`src/rtl/coinc_pkg.sv`:
```
package coinc_pkg;

  typedef struct packed {
    logic riseA;
    logic riseB;
  } grp_strobe_t;

  localparam logic [7:0] OFS_INVERT = 8'h24;
  localparam logic [7:0] OFS_GRP_A  = 8'h25;
  localparam logic [7:0] OFS_GRP_B  = 8'h26;
  localparam logic [7:0] OFS_CONFIG = 8'h27;

  localparam logic [3:0] STAGE_LEVEL = 4'd1;
  localparam logic [3:0] STAGE_EDGE  = 4'd2;

endpackage

```
`src/rtl/coinc_datapath.sv`:
```
module coinc_datapath
  import coinc_pkg::*;
#(
  parameter int NUM_INPUTS  = 32,
  parameter int NUM_OUTPUTS = 1,
  parameter bit EDGE_MODE   = 1'b0,
  parameter int ADDR_W      = 8
) (
  input  logic                  clk,
  input  logic                  rstN,
  input  logic [ADDR_W-1:0]     regAddr,
  input  logic                  regWr,
  input  logic                  regRd,
  input  logic [31:0]           regWdata,
  output logic [31:0]           regRdata,
  input  logic [NUM_INPUTS-1:0] trigIn,
  output logic [NUM_INPUTS-1:0] invMask,
  output logic [NUM_INPUTS-1:0] maskA,
  output logic [NUM_INPUTS-1:0] maskB,
  output grp_strobe_t           strobe
);

  localparam int DATA_W = 32;
  localparam logic [3:0] STAGE_CODE = EDGE_MODE ? STAGE_EDGE : STAGE_LEVEL;
  localparam logic [DATA_W-1:0] CFG_WORD =
    {12'd0, STAGE_CODE, 4'd0, 4'(NUM_OUTPUTS), 2'd0, 6'(NUM_INPUTS)};

  logic [NUM_INPUTS-1:0] polarity;
  logic [NUM_INPUTS-1:0] stageOut;
  logic                  hitA, hitB;
  logic                  hitPrevA, hitPrevB;

  // register file
  always_ff @(posedge clk or negedge rstN) begin
    if (!rstN) begin
      invMask <= '0;
      maskA   <= '0;
      maskB   <= '0;
    end else if (regWr) begin
      case (regAddr)
        ADDR_W'(OFS_INVERT): invMask <= regWdata[NUM_INPUTS-1:0];
        ADDR_W'(OFS_GRP_A):  maskA   <= regWdata[NUM_INPUTS-1:0];
        ADDR_W'(OFS_GRP_B):  maskB   <= regWdata[NUM_INPUTS-1:0];
        default: ;
      endcase
    end
  end

  always_ff @(posedge clk or negedge rstN) begin
    if (!rstN) begin
      regRdata <= '0;
    end else begin
      regRdata <= '0;
      if (regRd) begin
        case (regAddr)
          ADDR_W'(OFS_INVERT): regRdata <= DATA_W'(invMask);
          ADDR_W'(OFS_GRP_A):  regRdata <= DATA_W'(maskA);
          ADDR_W'(OFS_GRP_B):  regRdata <= DATA_W'(maskB);
          ADDR_W'(OFS_CONFIG): regRdata <= CFG_WORD;
          default: ;
        endcase
      end
    end
  end

  assign polarity = trigIn ^ invMask;

  // input stage variant
  generate
    if (EDGE_MODE) begin : g_edge
      logic [NUM_INPUTS-1:0] polPrev;
      always_ff @(posedge clk or negedge rstN) begin
        if (!rstN) polPrev <= '0;
        else       polPrev <= polarity;
      end
      assign stageOut = polarity & ~polPrev;
    end else begin : g_level
      assign stageOut = polarity;
    end
  endgenerate

  assign hitA = |(stageOut & maskA);
  assign hitB = |(stageOut & maskB);

  always_ff @(posedge clk or negedge rstN) begin
    if (!rstN) begin
      hitPrevA <= 1'b0;
      hitPrevB <= 1'b0;
      strobe   <= '0;
    end else begin
      hitPrevA     <= hitA;
      hitPrevB     <= hitB;
      strobe.riseA <= hitA & ~hitPrevA;
      strobe.riseB <= hitB & ~hitPrevB;
    end
  end

endmodule

```
`src/rtl/coinc_ctrl.sv`:
```
module coinc_ctrl
  import coinc_pkg::*;
#(
  parameter int WINDOW_CYCLES = 8
) (
  input  logic        clk,
  input  logic        rstN,
  input  grp_strobe_t strobe,
  output logic        coincPulse
);

  localparam int CNT_W = $clog2(WINDOW_CYCLES + 1);
  localparam logic [CNT_W-1:0] WIN_LOAD = CNT_W'(WINDOW_CYCLES);

  logic [1:0] rise;
  logic [1:0] active;
  logic       fired;
  logic       pulseNext;

  assign rise = {strobe.riseB, strobe.riseA};

  generate
    for (genvar g = 0; g < 2; g++) begin : g_win
      logic [CNT_W-1:0] winCnt;
      always_ff @(posedge clk or negedge rstN) begin
        if (!rstN)               winCnt <= '0;
        else if (rise[g])        winCnt <= WIN_LOAD;
        else if (winCnt != '0)   winCnt <= winCnt - 1'b1;
      end
      assign active[g] = (winCnt != '0);
    end
  endgenerate

  assign pulseNext = active[0] & active[1] & ~fired;

  always_ff @(posedge clk or negedge rstN) begin
    if (!rstN) begin
      fired      <= 1'b0;
      coincPulse <= 1'b0;
    end else begin
      coincPulse <= pulseNext;
      if (pulseNext)                   fired <= 1'b1;
      else if (active == 2'b00)        fired <= 1'b0;
    end
  end

endmodule

```
`src/rtl/coinc_trigger.sv`:
```
module coinc_trigger
  import coinc_pkg::*;
#(
  parameter int NUM_INPUTS    = 32,
  parameter int NUM_OUTPUTS   = 1,
  parameter bit EDGE_MODE     = 1'b0,
  parameter int WINDOW_CYCLES = 8,
  parameter int ADDR_W        = 8
) (
  input  logic                  clk,
  input  logic                  rstN,
  input  logic [ADDR_W-1:0]     regAddr,
  input  logic                  regWr,
  input  logic                  regRd,
  input  logic [31:0]           regWdata,
  output logic [31:0]           regRdata,
  input  logic [NUM_INPUTS-1:0] trigIn,
  output logic                  coincPulse
);

  logic [NUM_INPUTS-1:0] invMask, maskA, maskB;
  grp_strobe_t           strobe;

  coinc_datapath #(
    .NUM_INPUTS (NUM_INPUTS),
    .NUM_OUTPUTS(NUM_OUTPUTS),
    .EDGE_MODE  (EDGE_MODE),
    .ADDR_W     (ADDR_W)
  ) u_datapath (
    .clk     (clk),
    .rstN    (rstN),
    .regAddr (regAddr),
    .regWr   (regWr),
    .regRd   (regRd),
    .regWdata(regWdata),
    .regRdata(regRdata),
    .trigIn  (trigIn),
    .invMask (invMask),
    .maskA   (maskA),
    .maskB   (maskB),
    .strobe  (strobe)
  );

  coinc_ctrl #(
    .WINDOW_CYCLES(WINDOW_CYCLES)
  ) u_ctrl (
    .clk       (clk),
    .rstN      (rstN),
    .strobe    (strobe),
    .coincPulse(coincPulse)
  );

endmodule

```
`config.mk`:
```
export PLATFORM = sky130hd
export DESIGN_NAME = coinc_trigger
export DESIGN_NICKNAME = d
export VERILOG_FILES = /design/src/rtl/coinc_pkg.sv /design/src/rtl/coinc_datapath.sv /design/src/rtl/coinc_ctrl.sv /design/src/rtl/coinc_trigger.sv
export SDC_FILE = /design/constraint.sdc
export NUM_CORES = 1
export LEC_CHECK = 0
export BUFFER_PORTS_ARGS = -buffer_cell sky130_fd_sc_hd__buf_2
export CORE_MARGIN = 10
export CORE_UTILIZATION = 51
export DETAILED_ROUTE_END_ITERATION = 8
export PLACE_DENSITY = 0.76
export RECOVER_POWER = 50
export SLEW_MARGIN = 10
export SYNTH_ARGS = -nofsm -noshare
export SYNTH_HDL_FRONTEND = slang
export SYNTH_SLANG_ARGS = --single-unit
```
`constraint.sdc`:
```
create_clock -name clk -period 1.35 [get_ports clk]
set_input_delay 0.135 -clock clk [delete_from_list [all_inputs] [get_ports clk]]
set_output_delay 0.135 -clock clk [all_outputs]
set_load 0.03 [all_outputs]
```
== After elaboration in Yosys (flattened, before gate mapping) ==
Index checks and enable logic that the tools add are counted.

* Flip-flop bits (word level): 142
* Bits in latches: 0
* RAM bits: 0
* ROM bits: 0
* Output and inout bits: 33
* Word-level logic and storage cells: 47
* Memories: 0

* $add $sub $neg: 2
* Multiply operators: 0
* Divide/modulo/power cells: 0
* Magnitude comparators: 0
* Eq/ne operators: 4
* Shifts and indexed selects: 0
* Muxes and demuxes: 8
* Bitwise logic cells: 10
* Reduce and logical (&&, ||, !) cells: 11

{| class="wikitable"
|+ Operators with widths
! operator !! number
|-
| 32-bit one-hot mux with 4 select lines || 1
|-
| 32-bit bitwise AND || 2
|-
| 32-bit OR reduction || 2
|-
| 8-bit by 6-bit equality test with 1-bit output, second input constant || 4
|-
| 32-bit two-way mux || 1
|-
| 32-bit XOR || 1
|-
| 4-bit two-way mux || 4
|-
| 4-bit nonzero test || 2
|-
| 4-bit by 1-bit subtractor with 4-bit output, second input constant || 2
|-
| 2-bit AND reduction || 3
|-
| 2-bit nonzero test || 3
|-
| 1-bit bitwise AND || 4
|-
| 1-bit inverter || 3
|-
| 2-bit logical NOT || 1
|-
| 1-bit two-way mux || 2
|}

== Depth between registers and ports, before layout ==
Gate-level depths: netlist of run 1.

* Word-level depth: 4
* Gate-level depth with buffers: 6
* Depth with buffers taken out: 5

== Cells and area by module ==
A second synthesis of run 1 with hierarchy kept.

* Cells, all modules: 509
* Area total of the unflattened synthesis: 6446.2 um^2

{| class="wikitable"
|+ Modules (own cells, without submodules)
! module !! times used !! cells each !! area an instance (um^2) !! seq. area each (um^2)
|-
| coinc_datapath || 1 || 461 || 5898.2 || 3303.2
|-
| coinc_ctrl || 1 || 48 || 548.0 || 250.2
|}

== Least setup slack after synthesis of run 1 ==
Ideal clock, no wire load.

* Path kind: input to register
* From: input regAddr[4]
* To: register u_datapath.maskB[0]
* Setup time: 0.125 ns
* Arrival time: 1.531 ns
* Required time: 1.225 ns
* Path slack: -0.306 ns
* Cell stages on the path: 6
* Path buffers: 2
* Cells stage by stage: nor4b_2 > nand4b_1 > or3b_1 > clkbuf_2 > buf_6 > mux2_4

* Cells in the longest elaborated chain, start to end: 2

{| class="wikitable"
|+ Ends and longest elaborated chain
! item !! line !! RTL
|-
| from (decl) || coinc_trigger.sv:12 || <nowiki>input logic [ADDR_W-1:0] regAddr,</nowiki>
|-
| 8-bit by 6-bit equality test with 1-bit output || coinc_datapath.sv:40 || <nowiki>case (regAddr)</nowiki>
|-
| 2-bit AND reduction (no line) || - ||
|-
| to (signal assigned) || coinc_datapath.sv:43 || <nowiki>ADDR_W'(OFS_GRP_B): maskB <= regWdata[NUM_INPUTS-1:0];</nowiki>
|-
| to (decl) || coinc_datapath.sv:19 || <nowiki>output logic [NUM_INPUTS-1:0] maskB,</nowiki>
|}

No other way between the ends.
A chain may end at the register's enable or synchronous reset.

== Worst setup path in the final report of run 1 ==
* From: register u_datapath.invMask[22]
* To: register u_datapath.strobe[0] (netlist name)

* Cells in the longest elaborated chain, start to end: 4

{| class="wikitable"
|+ Ends and longest elaborated chain
! item !! line !! RTL
|-
| from (decl) || coinc_datapath.sv:17 || <nowiki>output logic [NUM_INPUTS-1:0] invMask,</nowiki>
|-
| from (signal assigned) || coinc_datapath.sv:41 || <nowiki>ADDR_W'(OFS_INVERT): invMask <= regWdata[NUM_INPUTS-1:0];</nowiki>
|-
| 32-bit XOR || coinc_datapath.sv:66 || <nowiki>assign polarity = trigIn ^ invMask;</nowiki>
|-
| 32-bit bitwise AND || coinc_datapath.sv:83 || <nowiki>assign hitB = |(stageOut & maskB);</nowiki>
|-
| 32-bit OR reduction || coinc_datapath.sv:83 ||
|-
| 1-bit bitwise AND || coinc_datapath.sv:94 || <nowiki>strobe.riseB <= hitB & ~hitPrevB;</nowiki>
|}

No other way between the ends.

==> results.md, run 1 <==
- The maximum ir drop on the vdd rail is 0.873 mV.
- The wire length per cell is 23.5 um.
- After routing, the total negative slack on setup checks comes to -6.92 ns.
- During I/O placement, the number of pins put on the boundary was 109.
- The worst hold path terminates at u_datapath.invMask[20].
- The post-synthesis net count is 588.
- The count of flip-flops with a built-in enable after synthesis is 0.
- The final hold violation count is 0.
- The worst clock skew is 0.00942 ns.
- The start of the worst register-to-register path is u_datapath.invMask[22].
- Max-cap violations in this run came to 0.
- Dividing the synthesized area by the synthesized cell count gives 12.5 um2.
- The routed design could run at a clock period as short as 1.62 ns.
- The kind of cell with the highest combined delay along the critical path is compound AO/OA/AOI/OAI gates.
- At the worst endpoint, the required time is 1.66 ns.
- The y dimension of the die is 132 um.
- The fraction of power consumed by combinational cells is 15.0%.
- In this run the static leakage power is 4.66 nW.
- The cell accounting for the most synthesized area is sky130_fd_sc_hd__dfrtp_1.
- Across every metal layer, demand over resource in global routing totals 21.6%.
- The proportion of layout cells with a drive suffix above 1 is 46.6%.
- The net switching share of the total power is 26.0%.
- Setup repair after global routing could not meet its margin everywhere.
- Cells fill 74.3% of the core in the end.
- The number of distinct library cell variants in the gate-level netlist after synthesis is 33.
- For the worst flop-to-flop path, the logic depth is 5.
- In this run the standard cell core region covers 12100 um2.
- In the synthesized netlist the async set-or-reset flop fraction comes to 100%.
- Counting along the longest clock path gives a buffer depth of 2.
- After synthesis the netlist holds a flip-flop and latch count of 142.
- From left edge to right edge, the die measures 132 um.
- In the post-route analysis, the smallest setup slack over all paths is -0.271 ns.
- Before CTS, the worst setup slack after placement is -0.472 ns.
- The placer congestion estimate is 0.827.
- The highest-delay cell along the critical path is sky130_fd_sc_hd__dfrtp_1.
- Cell internal power was estimated by the tool at 8.51 mW.
- The buffering stage count on the worst path with inverters included is 0.
- The largest single stage delay on the critical path is 0.41 ns.
- The number of placed instances, taps included, is 828.
- After synthesis, the cell types taking the most area are sky130_fd_sc_hd__dfrtp_1 (56%), sky130_fd_sc_hd__mux2_2 (17%), sky130_fd_sc_hd__xor2_1 (4.7%).
- The floorplan step defined a die boundary enclosing 17300 um2.
- The setup path with the least slack is of type reg -> reg.
- The clock tree from TritonCTS is yes.
- At the pin with the least slew margin, the transition time is 0.656 ns.
- Along the worst path, the maximum fanout reaches 2.
- The first routing iteration left 607 violations.
- Of the synthesized area, sequential elements account for 55.8%.
- The setup check on the worst reg-to-reg path leaves a slack of -0.27 ns.
- The master cell of the clock root buffer is sky130_fd_sc_hd__clkbuf_16.
- Entering global routing, the biggest net connects 45 pins.
- The run finished, with violations left.
- The worst hold path was traced through 2 stages.
- STA puts the critical path data arrival time at 1.93 ns.
- The deepest level of the CTS H-tree is 4.
- For this run, the number of Yosys warnings is 0.
- The netlist area before placement is 6360 um2.
- The clock-pin slew on the worst setup and hold paths is 0.06 ns.
- Hold is met by 0.0119 ns.
- The number of cell rows is 40.
- STA classifies the critical path startpoint as a register.
- Per report_power, the sequential group accounts for 42.2% of the total.
- The count of pins over their slew limit is 0.
- Overall power consumption after layout is estimated at 11.5 mW.
- The final net count is 802.
- The final critical path takes up 120% of the cycle.
- The number of nets still failing antenna checks after routing is 0.
- The sink count of the clock tree is 142.
- The starting density of the core is 52.6%.
- The endpoint type of the worst setup path is a register.
- Dividing total power by cell area gives a power density of 1280 nW/um2.
- The most used flip-flop cell after synthesis is sky130_fd_sc_hd__dfrtp_1.
- The number of global-route vias before repair is 5488.
- The initial antenna violation count is 2.
- The reg-to-reg endpoint is u_datapath.strobe[0].
- Setup violations remaining at the end of the flow were counted as 100.
- Traced cell by cell, the critical path runs through xor2_1, a22o_1, a221oi_2, and4_4, a21oi_2.
- The checks that failed: negative setup slack.
- Summing over every cut layer, the via total after detailed routing is 5314.
- By instance count, the leading cell after synthesis is sky130_fd_sc_hd__dfrtp_1.
- The first global-routing pass estimated 29.9 mm of wire.
- The half-perimeter wire length of the detailed placement result is 12.1 mm.
- In this run the biggest area consumer among cell types represents 55.8% of the synthesized area.
- Excluding fillers, the count of instances in the completed layout stands at 904.
- Before antenna repair, the detailed router went through 5 iterations.
- The total cell area at the placement stage is 7620 um2.
- The type of the worst min-delay path is in -> reg.
- From synthesis to final layout, the design area changed by 41.3%.
- Clock tree synthesis inserted a total of 17 buffers.
- The DRC violation count after routing is 0.
- The commonest cells after synthesis are sky130_fd_sc_hd__dfrtp_1 (142), sky130_fd_sc_hd__mux2_2 (98), sky130_fd_sc_hd__nor2_1 (73).
- The clock insertion delay at the later pin of the skew report is 0.43 ns.
- For this run the aggregate overflow at the end of global routing stands at 0.
- The number of buffers inserted by port buffering is 108.
- The clock network is responsible for 42.8% of the overall power.
- Wires add up to 21.2 mm.
- Headroom to the max-slew limit came out at 56.3%.
- The launch point of the worst hold path is regWdata[20].
- In the synthesized netlist, the number of instances is 508.
- The fmax is 617 MHz.
- Using the TritonRoute via totals, the vias-per-cell ratio works out to 5.88.
- The cell area after layout is 8990 um2.
- The switching power summed over all nets is 2.98 mW.
[final cells by class]
cell class	count	area (um2)
Clock buffer	22	484
Fill cell	768	3120
Sequential cell	142	3550
Timing Repair Buffer	219	1660
Clock inverter	9	133
Tap cell	168	210
Antenna cell	2	5.00
Multi-Input combinational cell	338	2930
Inverter	4	15.0
[layer usage]
| metal | vias up | routed length (um) | global-route usage (%) |
|---|---|---|---|
| met3 | 76 | 1530 | 4.99 |
| met5 | - | 0 | 0 |
| li1 | 2242 | - | - |
| met1 | 2705 | 8160 | 26.0 |
| met4 | 0 | 792 | 8.84 |
| met2 | 291 | 10700 | 36.4 |
[power by group through the flow]
stage	Clock (mW)	Sequential, mW	Combinational (mW)
after floorplan	0	4.83	0.851
after detailed placement	0	4.89	1.49
after CTS	4.91	4.82	1.63
final	4.91	4.85	1.73
after global placement	0	4.86	1.39
after global routing	5.13	4.88	1.88
[state kept, by name, summed over array words and instances (netlist names)]
register	count
u_datapath.invMask	32
u_ctrl.fired	1
u_datapath.strobe	2
u_ctrl.g_win.winCnt	8
u_datapath.maskB	32
u_datapath.hitPrevA	1
u_datapath.regRdata	32
u_datapath.hitPrevB	1
u_datapath.maskA	32
u_ctrl.coincPulse	1
[worst reg2reg max path, cell delays in order (launching register included)]
cell and delay (ns):
sky130_fd_sc_hd__dfrtp_1 0.41, sky130_fd_sc_hd__xor2_1 0.20, sky130_fd_sc_hd__a22o_1 0.27, sky130_fd_sc_hd__a221oi_2 0.25, sky130_fd_sc_hd__and4_4 0.30, sky130_fd_sc_hd__a21oi_2 0.07
[what timing repair did]
item / CTS / global route
hold endpoints to repair: 120 / 0
pin swaps: 10 / 9
buffers inserted: 3 / 3
setup endpoints to repair: 34 / 101
gates cloned: 1 / 6
gates resized for setup: 16 / 55
hold buffers: 30 / 0
[worst max path at each step]
stage | startpoint | endpoint | slack [ns] | cells after the start
detailed placement | regAddr[4] | u_datapath.maskB[0] | -0.47 | 6
global placement | regAddr[4] | u_datapath.maskB[0] | -0.43 | 6
floorplan | regAddr[4] | u_datapath.invMask[10] | -0.28 | 5
CTS | u_datapath.invMask[30] | u_datapath.strobe[0] | -0.15 | 5
finish | u_datapath.invMask[22] | u_datapath.strobe[0] | -0.27 | 5
global route | u_datapath.invMask[22] | u_datapath.strobe[0] | -0.29 | 5
[logic make-up (layout without fill, tap and decap cells)]
| group | after synthesis | in the layout | synth area share [%] |
|---|---|---|---|
| other | 0 | 2 | 0 |
| buffers and inverters | 28 | 254 | 2.12 |
| adder cells (fa/ha/maj) | 4 | 4 | 0.786 |
| AND/OR/NAND/NOR | 98 | 98 | 6.70 |
| multiplexers | 128 | 128 | 22.1 |
| XOR/XNOR | 36 | 36 | 4.95 |
| AO/OA/AOI/OAI | 72 | 72 | 7.47 |
| flip-flops | 142 | 142 | 55.8 |
[placed cells by master (no fill, tap or decap), drive strengths merged, types with 3 or more instances in the layout]
master,count
clkinv,3
dfrtp,142
nand2,9
inv,5
nand4,4
a22o,8
a21oi,32
buf,184
dlygate4sd3,30
mux2i,29
a22oi,16
a221oi,8
ha,4
o22ai,3
clkbuf,27
bufinv,3
xor2,34
mux2,99
nor2,73
No activity file was read; power rests on OpenSTA's default activity.
==> run 2: changes to the inputs <==
Settings changed: CORE_UTILIZATION 51 to 53, CTS_BUF_LIST from default to sky130_fd_sc_hd__clkbuf_4 sky130_fd_sc_hd__clkbuf_8, PLACE_DENSITY 0.76 to 0.79.
==> results.md, run 2 (same netlist as run 1, synthesis figures left out) <==
- The highest-delay cell along the critical path is sky130_fd_sc_hd__dfrtp_1.
- The combined area of the multi-input logic cells is 2880 um2 (-1.6%).
- The relative contribution of sequential cells to total power is 48.1% (+5.9 points).
- The static leakage came to 4.51 nW (-3.2%).
- The routed via count divided by cell count is 5.59 (-4.8%).
- The delay contributed by the slowest stage of the critical path is 0.40 ns (about the same).
- The top cell types in the final layout, fill and taps aside, are sky130_fd_sc_hd__dfrtp_1 (142), sky130_fd_sc_hd__buf_2 (106), sky130_fd_sc_hd__mux2_2 (76).
- The most common library cell in the layout ignoring fill and taps is sky130_fd_sc_hd__dfrtp_1.
- The number of buffers inserted by port buffering is 108 (unchanged).
- The clock-pin slew on the worst setup and hold paths is 0.07 ns (about the same).
- The clock share of power is 35.1% (-7.7 points).
- The number of nets still failing antenna checks after routing came to 0 (unchanged).
- The worst endpoint required time is 1.69 ns (+0.03 ns).
- The setup TNS after final layout is -0.729 ns (+6.19 ns).
- The fraction of power consumed by combinational cells is 16.8% (+1.8 points).
- The count of pins over their slew limit is 0 (unchanged).
- The number of global-route vias before repair is 5336 (-2.8%).
- The launching element type of the critical path is a register.
- The worst-margin pin slew came to 1.04 ns (+0.381 ns).
- The number of buffers inserted during clock tree synthesis is 17 (unchanged).
- The horizontal die dimension is 130 um (-1.6%).
- Setup repair after global routing could not meet its margin everywhere.
- The maximum fanout along the worst path is 2 (unchanged).
- Walking the worst path, the cells encountered are xor2_1, a22o_1, a221oi_2, and4_4, nand2_2.
- The worst hold path stage count was 4 (+2).
- The type of the worst min-delay path is in -> reg.
- The start of the worst register-to-register path is u_datapath.invMask[30].
- The maximum clock path buffer count is 2 (unchanged).
- The run finished, with violations left.
- The clock insertion delay at the later pin of the skew report is 0.46 ns (+0.03 ns).
- From synthesis to final layout, the design area changed by 35.7%.
- The final setup violation count is 16 (-84%).
- The overall power is 10.0 mW (-13%).
- The number of inserted filler cells in the final layout is 723 (-5.9%).
- The time the worst path needs with I/O delays and setup is 1.54 ns (-0.0827 ns).
- The initial antenna violation count is 0 (-2).
- The worst clock skew was 0.0105 ns (+0.00112 ns).
- The final net count is 802 (unchanged).
- The total via count after detailed routing is 4912 (-7.6%).
- The placer congestion estimate is 0.879 (+6.2%).
- The share of the cycle needed by the critical path after routing is 114% (-6.1 points).
- STA classifies the critical path endpoint as a register.
- The end point of the worst hold path is u_datapath.regRdata[26].
- The total die area was 16800 um2 (-3.2%).
- The sink count of the clock tree is 142 (unchanged).
- The final routed wirelength across all metal layers is 18.2 mm (-14%).
- The data arrival time at the worst-slack endpoint was 1.88 ns (-0.05 ns).
- The placeable core region is 11600 um2 (-4.5%).
- The final setup slack of the worst path is -0.188 ns (+0.0827 ns).
- The starting density of the core was 55.0% (+2.5 points).
- The wire length per cell is 20.7 um (-12%).
- The fmax is 650 MHz (+5.4%).
- The sequential cell area is 3550 um2 (unchanged).
- The switching power summed over all nets was 2.72 mW (-9.0%).
- The y dimension of the die is 130 um (-1.6%).
- The wire length of the first global-routing pass is 27.9 mm (-6.6%).
- The cell internal power dissipation is 7.33 mW (-14%).
- The first-pass detailed-route iteration total came to 5 (unchanged).
- The DRC violation count after routing is 0 (unchanged).
- The largest net degree at the start of global routing is 46 (+2.2%).
- The areal power density over the cells is 1160 nW/um2 (-8.9%).
- The critical path is of the reg -> reg type.
- The worst register-to-register path ends at u_datapath.hitPrevB.
- The proportion of layout cells with a drive suffix above 1 is 46.4% (-0.20 points).
- The clock tree from TritonCTS is yes.
- The I/O pin count was 109 (unchanged).
- The iteration-0 DRC count of the detailed router came to 466 (-23%).
- The number of max-cap violations is 0 (unchanged).
- The total grt overflow was 0 (unchanged).
- The net switching share of the total power came to 27.0% (+1.1 points).
- The maximum ir drop on the vdd rail came to 0.623 mV (-29%).
- The end-of-flow core utilization came to 74.7% (+0.42 points).
- The headroom to the max-slew limit is 30.9% (-25 points).
- The setup slack at placement came to -0.518 ns (-0.0455 ns).
- The number of cell rows was 39 (-2.5%).
- The cell count of the worst reg-to-reg path was 5 (unchanged).
- The overall global routing resource usage came to 21.5% (-0.041 points).
- The deepest level of the CTS H-tree is 4 (unchanged).
- The final hold violation count is 0 (unchanged).
- The master cell of the clock root buffer is sky130_fd_sc_hd__clkbuf_8.
- The final reports fail on negative setup slack.
- The launch point of the worst hold path is regAddr[3].
- The half-perimeter wire length of the detailed placement result is 12.4 mm (+2.5%).
- The final antenna diode count is 0 (-2).
- The register-to-register path setup slack was -0.19 ns (+0.08 ns).
==> run 2: cell count changes in the layout (fill, tap and decap cells not counted), moves of 2 or more <==
cell	delta
sky130_fd_sc_hd__dlygate4sd3_1	+3
sky130_fd_sc_hd__mux2_4	-12
sky130_fd_sc_hd__clkinvlp_4	-2
sky130_fd_sc_hd__mux2_2	+12
sky130_fd_sc_hd__clkbuf_16	-19
sky130_fd_sc_hd__diode_2	-2
sky130_fd_sc_hd__clkinv_2	+5
sky130_fd_sc_hd__buf_4	+2
sky130_fd_sc_hd__clkbuf_8	+15
sky130_fd_sc_hd__buf_12	-2
==> run 2: power groups by stage <==
stage / clock network [mW] / registers [mW] / logic [mW]
after floorplan: 0 / 4.83 / 0.851
after global placement: 0 / 4.86 / 1.38
after detailed placement: 0 / 4.89 / 1.49
after CTS: 3.55 / 4.82 / 1.64
after global routing: 3.74 / 4.88 / 1.85
final: 3.53 / 4.83 / 1.68
==> run 2: how the worst max path moves through the flow <==
stage | from | slack [ns] | cells after the start | endpoint
6_report | u_datapath.invMask[30] | -0.19 | 5 | u_datapath.hitPrevB
5_1_grt | u_datapath.invMask[30] | -0.20 | 5 | u_datapath.hitPrevB
4_1_cts | u_datapath.invMask[30] | -0.15 | 5 | u_datapath.hitPrevB
3_5_place_dp | regAddr[4] | -0.52 | 7 | u_datapath.invMask[16]
3_3_place_gp | regAddr[4] | -0.45 | 7 | u_datapath.invMask[13]
2_1_floorplan | regAddr[4] | -0.28 | 5 | u_datapath.invMask[10]
==> run 2: cell type report <==
type,count,share of cell area [%]
multi-input combinational,338,33.4
inverter,4,0.174
clock inverter,12,1.65
timing repair buffer,219,18.4
tap,143,2.07
clock buffer,20,3.12
sequential,142,41.1
==> run 2: per-layer routing <==
layer / up-vias / global-route usage [%] / part of all wire [%] / wire [um]
met2: 174 / 35.6 / 49 / 8950
li1: 2236 / - / - / -
met5: - / 0 / 0 / 0
met4: 0 / 8.60 / 2.6 / 480
met1: 2464 / 26.1 / 42 / 7610
met3: 38 / 6.16 / 6.3 / 1140
==> run 2: what timing repair did <==
item	4_1_cts	5_1_grt
gates cloned	0	3
endpoints found under the hold margin	225	0
endpoints found under the setup margin	17	52
hold buffers	33	0
pin swaps	13	7
gates resized for setup	15	33
buffers inserted	5	3
==> run 2: worst max-delay path: cells and delay by family (launching register included) <==
kind	cells	cell delay, ns
DFF	1	0.40
xor gates and xnor gates	1	0.16
AOI/OAI and AO/OA	2	0.50
and+or+nand+nor	2	0.37
==> run 2: stage by stage <==
step / area, um2 / instances / hold WS (ns)
3_5_place_dp: 7580 / 802 / 0.0968
4_1_cts: 8430 / 872 / 0.182
2_1_floorplan: 6400 / 508 / -0.161
5_1_grt: 8640 / 878 / 0.241
3_3_place_gp: 7580 / 802 / 0.0965
6_report: 8640 / 878 / 0.224
